--- src/rtl/bsr_pkg.sv ---
package bsr_pkg;

  typedef enum logic {
    SIDE_RIGHT = 1'b0,
    SIDE_LEFT  = 1'b1
  } bus_side_e;

  // Width of the nibble compared by a right-side register.
  localparam int unsigned RIGHT_KEY_W = 4;
  // First address bit of the field compared by a left-side register.
  localparam int unsigned LEFT_KEY_LSB = 4;

endpackage

--- src/rtl/bsr_reset_sync.sv ---
module bsr_reset_sync #(
  parameter int unsigned STAGES = 2
) (
  input  logic clk,
  input  logic rst_n,
  output logic rst_sync_n
);

  logic [STAGES-1:0] chain_q;
  logic [STAGES-1:0] chain_d;

  always_comb begin
    chain_d = {chain_q[STAGES-2:0], 1'b1};
  end

  always_ff @(posedge clk or negedge rst_n) begin
    if (!rst_n) begin
      chain_q <= '0;
    end else begin
      chain_q <= chain_d;
    end
  end

  assign rst_sync_n = chain_q[STAGES-1];

endmodule

--- src/rtl/bsr_decode.sv ---
module bsr_decode
  import bsr_pkg::*;
#(
  parameter int unsigned ADDR_W = 8,
  parameter bus_side_e   SIDE   = SIDE_RIGHT,
  parameter int unsigned SLOT   = 0
) (
  input  logic [ADDR_W-1:0] addr,
  output logic              slot_hit,
  output logic              dir_read
);

  localparam int unsigned DIR_BIT = ADDR_W - 1;
  localparam int unsigned LEFT_W  = DIR_BIT - LEFT_KEY_LSB;

  assign dir_read = addr[DIR_BIT];

  generate
    if (SIDE == SIDE_RIGHT) begin : g_right
      localparam logic [RIGHT_KEY_W-1:0] KEY = RIGHT_KEY_W'(SLOT);
      logic unused_upper;
      assign unused_upper = ^addr[DIR_BIT-1:RIGHT_KEY_W];
      assign slot_hit = (addr[RIGHT_KEY_W-1:0] == KEY);
    end else begin : g_left
      localparam logic [LEFT_W-1:0] KEY = LEFT_W'(SLOT);
      logic unused_lower;
      assign unused_lower = ^addr[LEFT_KEY_LSB-1:0];
      assign slot_hit = (addr[DIR_BIT-1:LEFT_KEY_LSB] == KEY);
    end
  endgenerate

endmodule

--- src/rtl/bsr_strobe_capture.sv ---
module bsr_strobe_capture #(
  parameter int unsigned ADDR_W = 8,
  parameter int unsigned DATA_W = 8
) (
  input  logic              clk,
  input  logic              rst_n,
  input  logic              strobe,
  input  logic [ADDR_W-1:0] addr,
  input  logic [DATA_W-1:0] wdata,
  output logic              strobe_fell,
  output logic [ADDR_W-1:0] snap_addr,
  output logic [DATA_W-1:0] snap_data
);

  logic              strobe_q;
  logic [ADDR_W-1:0] addr_q, addr_d;
  logic [DATA_W-1:0] data_q, data_d;

  // Snapshot refreshed on every clock while the strobe is active.
  always_comb begin
    addr_d = addr_q;
    data_d = data_q;
    if (strobe) begin
      addr_d = addr;
      data_d = wdata;
    end
  end

  always_ff @(posedge clk or negedge rst_n) begin
    if (!rst_n) begin
      strobe_q <= 1'b0;
      addr_q   <= '0;
      data_q   <= '0;
    end else begin
      strobe_q <= strobe;
      addr_q   <= addr_d;
      data_q   <= data_d;
    end
  end

  assign strobe_fell = strobe_q & ~strobe;
  assign snap_addr   = addr_q;
  assign snap_data   = data_q;

endmodule

--- src/rtl/bsr_store.sv ---
module bsr_store #(
  parameter int unsigned     DATA_W    = 8,
  parameter logic [DATA_W-1:0] RESET_VAL = '0
) (
  input  logic              clk,
  input  logic              rst_n,
  input  logic              commit_en,
  input  logic [DATA_W-1:0] commit_data,
  output logic [DATA_W-1:0] value_q
);

  logic [DATA_W-1:0] value_d;

  always_comb begin
    value_d = value_q;
    if (commit_en) begin
      value_d = commit_data;
    end
  end

  always_ff @(posedge clk or negedge rst_n) begin
    if (!rst_n) begin
      value_q <= RESET_VAL;
    end else begin
      value_q <= value_d;
    end
  end

endmodule

--- src/rtl/bus_reg_slave.sv ---
module bus_reg_slave
  import bsr_pkg::*;
#(
  parameter int unsigned       ADDR_W    = 8,
  parameter int unsigned       DATA_W    = 8,
  parameter bus_side_e         SIDE      = SIDE_RIGHT,
  parameter int unsigned       SLOT      = 0,
  parameter logic [DATA_W-1:0] RESET_VAL = '0
) (
  input  logic              clk,
  input  logic              rst_n,
  input  logic [ADDR_W-1:0] bus_addr,
  input  logic              bus_strobe,
  input  logic [DATA_W-1:0] bus_wdata,
  output logic              drv_oe,
  output logic [DATA_W-1:0] drv_data,
  output logic [DATA_W-1:0] bus_level,
  output logic [DATA_W-1:0] ctrl_q
);

  localparam logic [DATA_W-1:0] PULL_LEVEL = '1;

  logic              rst_int_n;
  logic              live_hit, live_rd;
  logic              snap_hit, snap_rd;
  logic              strobe_fell;
  logic [ADDR_W-1:0] snap_addr;
  logic [DATA_W-1:0] snap_data;
  logic              commit_en;

  bsr_reset_sync #(.STAGES(2)) u_rst (
    .clk        (clk),
    .rst_n      (rst_n),
    .rst_sync_n (rst_int_n)
  );

  // Live decode for the read path, snapshot decode for the write commit.
  bsr_decode #(.ADDR_W(ADDR_W), .SIDE(SIDE), .SLOT(SLOT)) u_dec_live (
    .addr     (bus_addr),
    .slot_hit (live_hit),
    .dir_read (live_rd)
  );

  bsr_decode #(.ADDR_W(ADDR_W), .SIDE(SIDE), .SLOT(SLOT)) u_dec_snap (
    .addr     (snap_addr),
    .slot_hit (snap_hit),
    .dir_read (snap_rd)
  );

  bsr_strobe_capture #(.ADDR_W(ADDR_W), .DATA_W(DATA_W)) u_cap (
    .clk         (clk),
    .rst_n       (rst_int_n),
    .strobe      (bus_strobe),
    .addr        (bus_addr),
    .wdata       (bus_wdata),
    .strobe_fell (strobe_fell),
    .snap_addr   (snap_addr),
    .snap_data   (snap_data)
  );

  assign commit_en = strobe_fell & snap_hit & ~snap_rd;

  bsr_store #(.DATA_W(DATA_W), .RESET_VAL(RESET_VAL)) u_store (
    .clk         (clk),
    .rst_n       (rst_int_n),
    .commit_en   (commit_en),
    .commit_data (snap_data),
    .value_q     (ctrl_q)
  );

  assign drv_oe    = live_hit & live_rd & bus_strobe;
  assign drv_data  = drv_oe ? ctrl_q : '0;
  assign bus_level = drv_oe ? drv_data : PULL_LEVEL;

endmodule

--- config.mk ---
export PLATFORM = sky130hd
export DESIGN_NAME = bus_reg_slave
export DESIGN_NICKNAME = d
export VERILOG_FILES = /design/src/rtl/bsr_pkg.sv /design/src/rtl/bsr_reset_sync.sv /design/src/rtl/bsr_decode.sv /design/src/rtl/bsr_strobe_capture.sv /design/src/rtl/bsr_store.sv /design/src/rtl/bus_reg_slave.sv
export SDC_FILE = /design/constraint.sdc
export NUM_CORES = 1
export LEC_CHECK = 0
export ABC_CLOCK_PERIOD_IN_PS = 1700
export BUFFER_PORTS_ARGS = -buffer_cell sky130_fd_sc_hd__buf_2
export CAP_MARGIN = 5
export CORE_AREA = 2 2 57 59
export DETAILED_ROUTE_END_ITERATION = 16
export DIE_AREA = 0 0 59 61
export PLACE_DENSITY = 0.7
export SLEW_MARGIN = 5
export SYNTH_ARGS = -nofsm -noshare
export SYNTH_HDL_FRONTEND = slang
export SYNTH_SLANG_ARGS = --single-unit
--- constraint.sdc ---
create_clock -name clk -period 1.7 [get_ports clk]
set_input_delay 0.17 -clock clk [delete_from_list [all_inputs] [get_ports clk]]
set_output_delay 0.17 -clock clk [all_outputs]
set_load 0.005 [all_outputs]
Word level (Yosys, flattened, before mapping)
Cells that the tools add are included.

Bits in registers: 27. Bits in latches: 0. Memory bits (writable): 0. ROM bits: 0. Memories kept: 0.

$add $sub $neg: 0. Multipliers: 0. Divide/modulo/power cells: 0. $lt $le $gt $ge: 0. Equal/unequal tests: 0. Shift operators: 0. Mux-type cells: 2. Bitwise gates (word level): 7. Reduce and logical (&&, ||, !) cells: 2.

Operators by type and width (count): two-way mux 8 bit (2); zero test 4 bit (2); bitwise AND 1 bit (5); NOT 1 bit (2).

Longest topological paths before layout
Depth in word-level cells: 5. Mapped depth: 4. Depth with buffers taken out: 3.

By module
From an unflattened synthesis, not the netlist that was laid out.

Cell total of the unflattened synthesis: 81. Area total of the unflattened synthesis: 1298.7 sq um.

Modules (own cells, without submodules): bsr_strobe_capture (instances 1, cells each 36, area an instance 679.4 sq um, seq. area each 425.4 sq um); bsr_store (instances 1, cells each 17, area an instance 331.6 sq um, seq. area each 200.2 sq um); bus_reg_slave (instances 1, cells each 21, area an instance 193.9 sq um, seq. area each 0.0 sq um); bsr_reset_sync (instances 1, cells each 3, area an instance 53.8 sq um, seq. area each 50.0 sq um); bsr_decode (instances 2, cells each 2, area an instance 20.0 sq um, seq. area each 0.0 sq um).

Worst setup path before layout
No wires, ideal clock.

Kind: input to output. Start: input bus_addr[2]. End: output drv_data[0]. Arrival time: 1.270 ns. Required time: 1.530 ns. Setup slack: 0.260 ns. Cell stages on the path: 4. Path buffers: 1. Cell sequence: or4b_4 nor3b_4 buf_6 and2_1.

Cells in the longest elaborated chain, start to end: 4.

RTL lines: start: declaration (line bus_reg_slave.sv:12) `input logic [ADDR_W-1:0] bus_addr,`; zero test 4 bit (line bsr_decode.sv:23) `assign slot_hit = (addr[RIGHT_KEY_W-1:0] == KEY);`; bitwise AND 1 bit (2 in a row) (line bus_reg_slave.sv:71) `assign drv_oe = live_hit & live_rd & bus_strobe;`; net drv_oe (line bus_reg_slave.sv:15) `output logic drv_oe,`; two-way mux 8 bit (line bus_reg_slave.sv:72) `assign drv_data = drv_oe ? ctrl_q : '0;`; end: declaration (line bus_reg_slave.sv:16) `output logic [DATA_W-1:0] drv_data,`.

The timed path passes the listed nets, and every way through them passes these cells.

Worst setup path after layout
Start: input bus_addr[0]. End: output bus_level[0].

Cells in the longest elaborated chain, start to end: 5.

RTL lines: zero test 4 bit (*) (line bsr_decode.sv:23); bitwise AND 1 bit (*) (2 in a row) (line bus_reg_slave.sv:71); two-way mux 8 bit (line bus_reg_slave.sv:72); two-way mux 8 bit (*) (line bus_reg_slave.sv:73) `assign bus_level = drv_oe ? drv_data : PULL_LEVEL;`; end: declaration (line bus_reg_slave.sv:17) `output logic [DATA_W-1:0] bus_level,`.

Every way passes the cells marked *; elsewhere a longest branch is shown, timed or not.

==> out/qor.txt <==
Status = finished clean
Clk buf depth = 2
Critical path class = input port to output port
CP arrival = 1.50 ns
DRT Pass-1 Iters = 2
Clock latency on the worst-skew pair = 0.30 ns
Crit. End Element = output port
Area grow syn2layout = 34.8%
FMAX = 598 MHz
Initial cell density of the core = 34.2%
Die Y = 61 µm
Setup ws final = 0.0286 ns
WL per Instance = 12.1 µm
N_diodes = 0
Lkg Pwr = 0.665 nW
Remaining global-route overflow = 0
Hold Crit Class = input port to flop
IO Pins = 44
Crit path buf inv count = 3
Core area = 0.00295 mm²
Placed cell count = 143
Commonest cells after routing, fill and taps aside = 38 x buf_2, 24 x dfrtp_1, 21 x mux2_2
Clock-pin transition on the worst setup and hold timing paths = 0.12 ns
CP required = 1.53 ns
Pwr Total = 1.18 mW
Share of post-route cells with drive strength above 1 = 61.5%
Worst path max stage delay = 0.53 ns
Initial antenna violation count = 0
Drt initial violations = 5
CTS HTree Levels = 1
Max Cap Violations = 0
Vias in the first global route = 660
Routed vias = 691
Worst-path maximum fanout = 7
Leading cell type in the layout, fill and taps excluded = buf_2
Place WS = -0.0108 ns
Root buf cell = clkbuf_4
RSZ-0062 raised after global routing = true
Post-synthesis cell count = 69
Post-Syn Area = 0.00101 mm²
Final period util = 98.3%
Final Non-Filler Cells = 150
Vias per inst = 4.61
Worst path cell trace = buf_6 -> or4b_4 -> nor3b_4 -> buf_12 -> or2b_1 -> buf_2
Die Footprint = 0.00360 mm²
Cell Pwr Density = 866 mW/mm²
Final ANT Viol Nets = 0
Average cell area after synthesis = 14.7 µm²
Post-synth cell types = 13
Cell family with most CP delay = simple AND/OR/NAND/NOR gates
PortBufs = 40
IR drop worst, VDD = 394 µV
Post-Route Skew = 0.00178 ns
Seq/Total Area, Yosys = 59.4%
CTS tree = yes
First-pass GRT wire length = 2910 µm
Max Slew Vio Count = 0
Final routed DRC violation total = 0
Final setup vio count = 0
Critical-path top delay cell = or4b_4
Number of buffers created by CTS = 3
Fin crit period = 1.67 ns
Number of synthesized register bits = 24
Gpl congestion = 0.660
Final hold violations = 0
Startpoint Class = input port
Final wirelength = 1820 µm
Largest net degree at the start of global routing = 14
Post-Route Setup TNS = 0 ns
Die X = 59 µm
Nets = 137
GRT Total Usage = 11.1%
Syn nets = 88
Num rows = 20
Clock Sinks = 24
Yosys warning total = 0
## cell usage after synthesis (all sizes together)
cell type  number  share of area (%)
buf             1                1.1
clkbuf          1               0.37
mux2           21                 23
nor4            1               0.62
and2            8                5.0
or4b            1                1.4
dfrtp          24                 59
nor3b           2                2.6
or2b            4                3.0
conb            1               0.37
nand2b          4                2.5
nand2           1               0.37
## state kept, by name, summed over array words and instances (netlist names)
register         cells
u_store.value_q      8
u_cap.strobe_q       1
u_rst.chain_q        2
u_cap.snap_addr      5
u_cap.snap_data      8
## final timing paths
kind	from	endpoint	slack, ns	cells past startpoint
max in group asynchronous	u_rst.chain_q[1]	u_store.value_q[3]	1.01	1
setup / recovery	bus_addr[0]	bus_level[0]	0.03	6
setup reg to reg	u_cap.snap_addr[0]	u_store.value_q[3]	0.25	3
min in group asynchronous	rst_n	u_rst.chain_q[0]	0.17	2
hold reg to reg	u_rst.chain_q[1]	u_cap.snap_addr[0]	0.17	0
hold / removal	bus_addr[0]	u_cap.snap_addr[0]	0.09	2
## per-layer routing
| metal | global-route usage (%) | part of all wire (%) |
|---|---|---|
| met2 | 19.5 | 53 |
| met4 | 3.90 | 0.44 |
| met3 | 3.20 | 6.3 |
| met5 | 0 | 0 |
| met1 | 12.8 | 40 |
## layout make-up
cell class	instances	area, µm²
Tap cell	33	41.3
Clock buffer	4	36.3
Sequential cell	24	601
Fill cell	280	1590
Multi-Input combinational cell	43	395
Timing Repair Buffer	46	289
## stage by stage
stage / utilization [%] / area [µm²] / hold slack [ns]
final: 46.1 / 1360 / 0.0889
after global routing: 46.1 / 1360 / 0.0696
after CTS: 46.1 / 1360 / 0.0810
after detailed placement: 43.1 / 1270 / -0.0429
after global placement: 43.1 / 1270 / -0.0446
after floorplan: - / 1010 / -0.126
## logic make-up after synthesis
| family | count (synthesis) | synth area share [%] |
|---|---|---|
| mux | 21 | 23.4 |
| other cells | 1 | 0.371 |
| simple gates | 21 | 15.3 |
| flops | 24 | 59.4 |
| buf+inv | 2 | 1.48 |
## worst reg2reg max path, cell delays in order (launching register included)
cell and delay [ns]:
dfrtp_1 0.41, nor4_1 0.30, nand2_1 0.29, mux2_2 0.35
## report_power, final
part,switching [mW],total [mW],internal (mW)
Sequential,0.0568,0.708,0.651
Clock,0.154,0.284,0.130
Combinational,0.0637,0.188,0.125
## what timing repair did
| item | CTS | global route |
|---|---|---|
| endpoints found under the setup margin | 3 | 10 |
| pin swaps | 2 | 1 |
| hold buffers | 1 | 0 |
| setup buffers | 2 | 0 |
| resized for setup | 5 | 0 |
| endpoints found under the hold margin | 2 | 0 |
(Power assumes the default switching activity.)
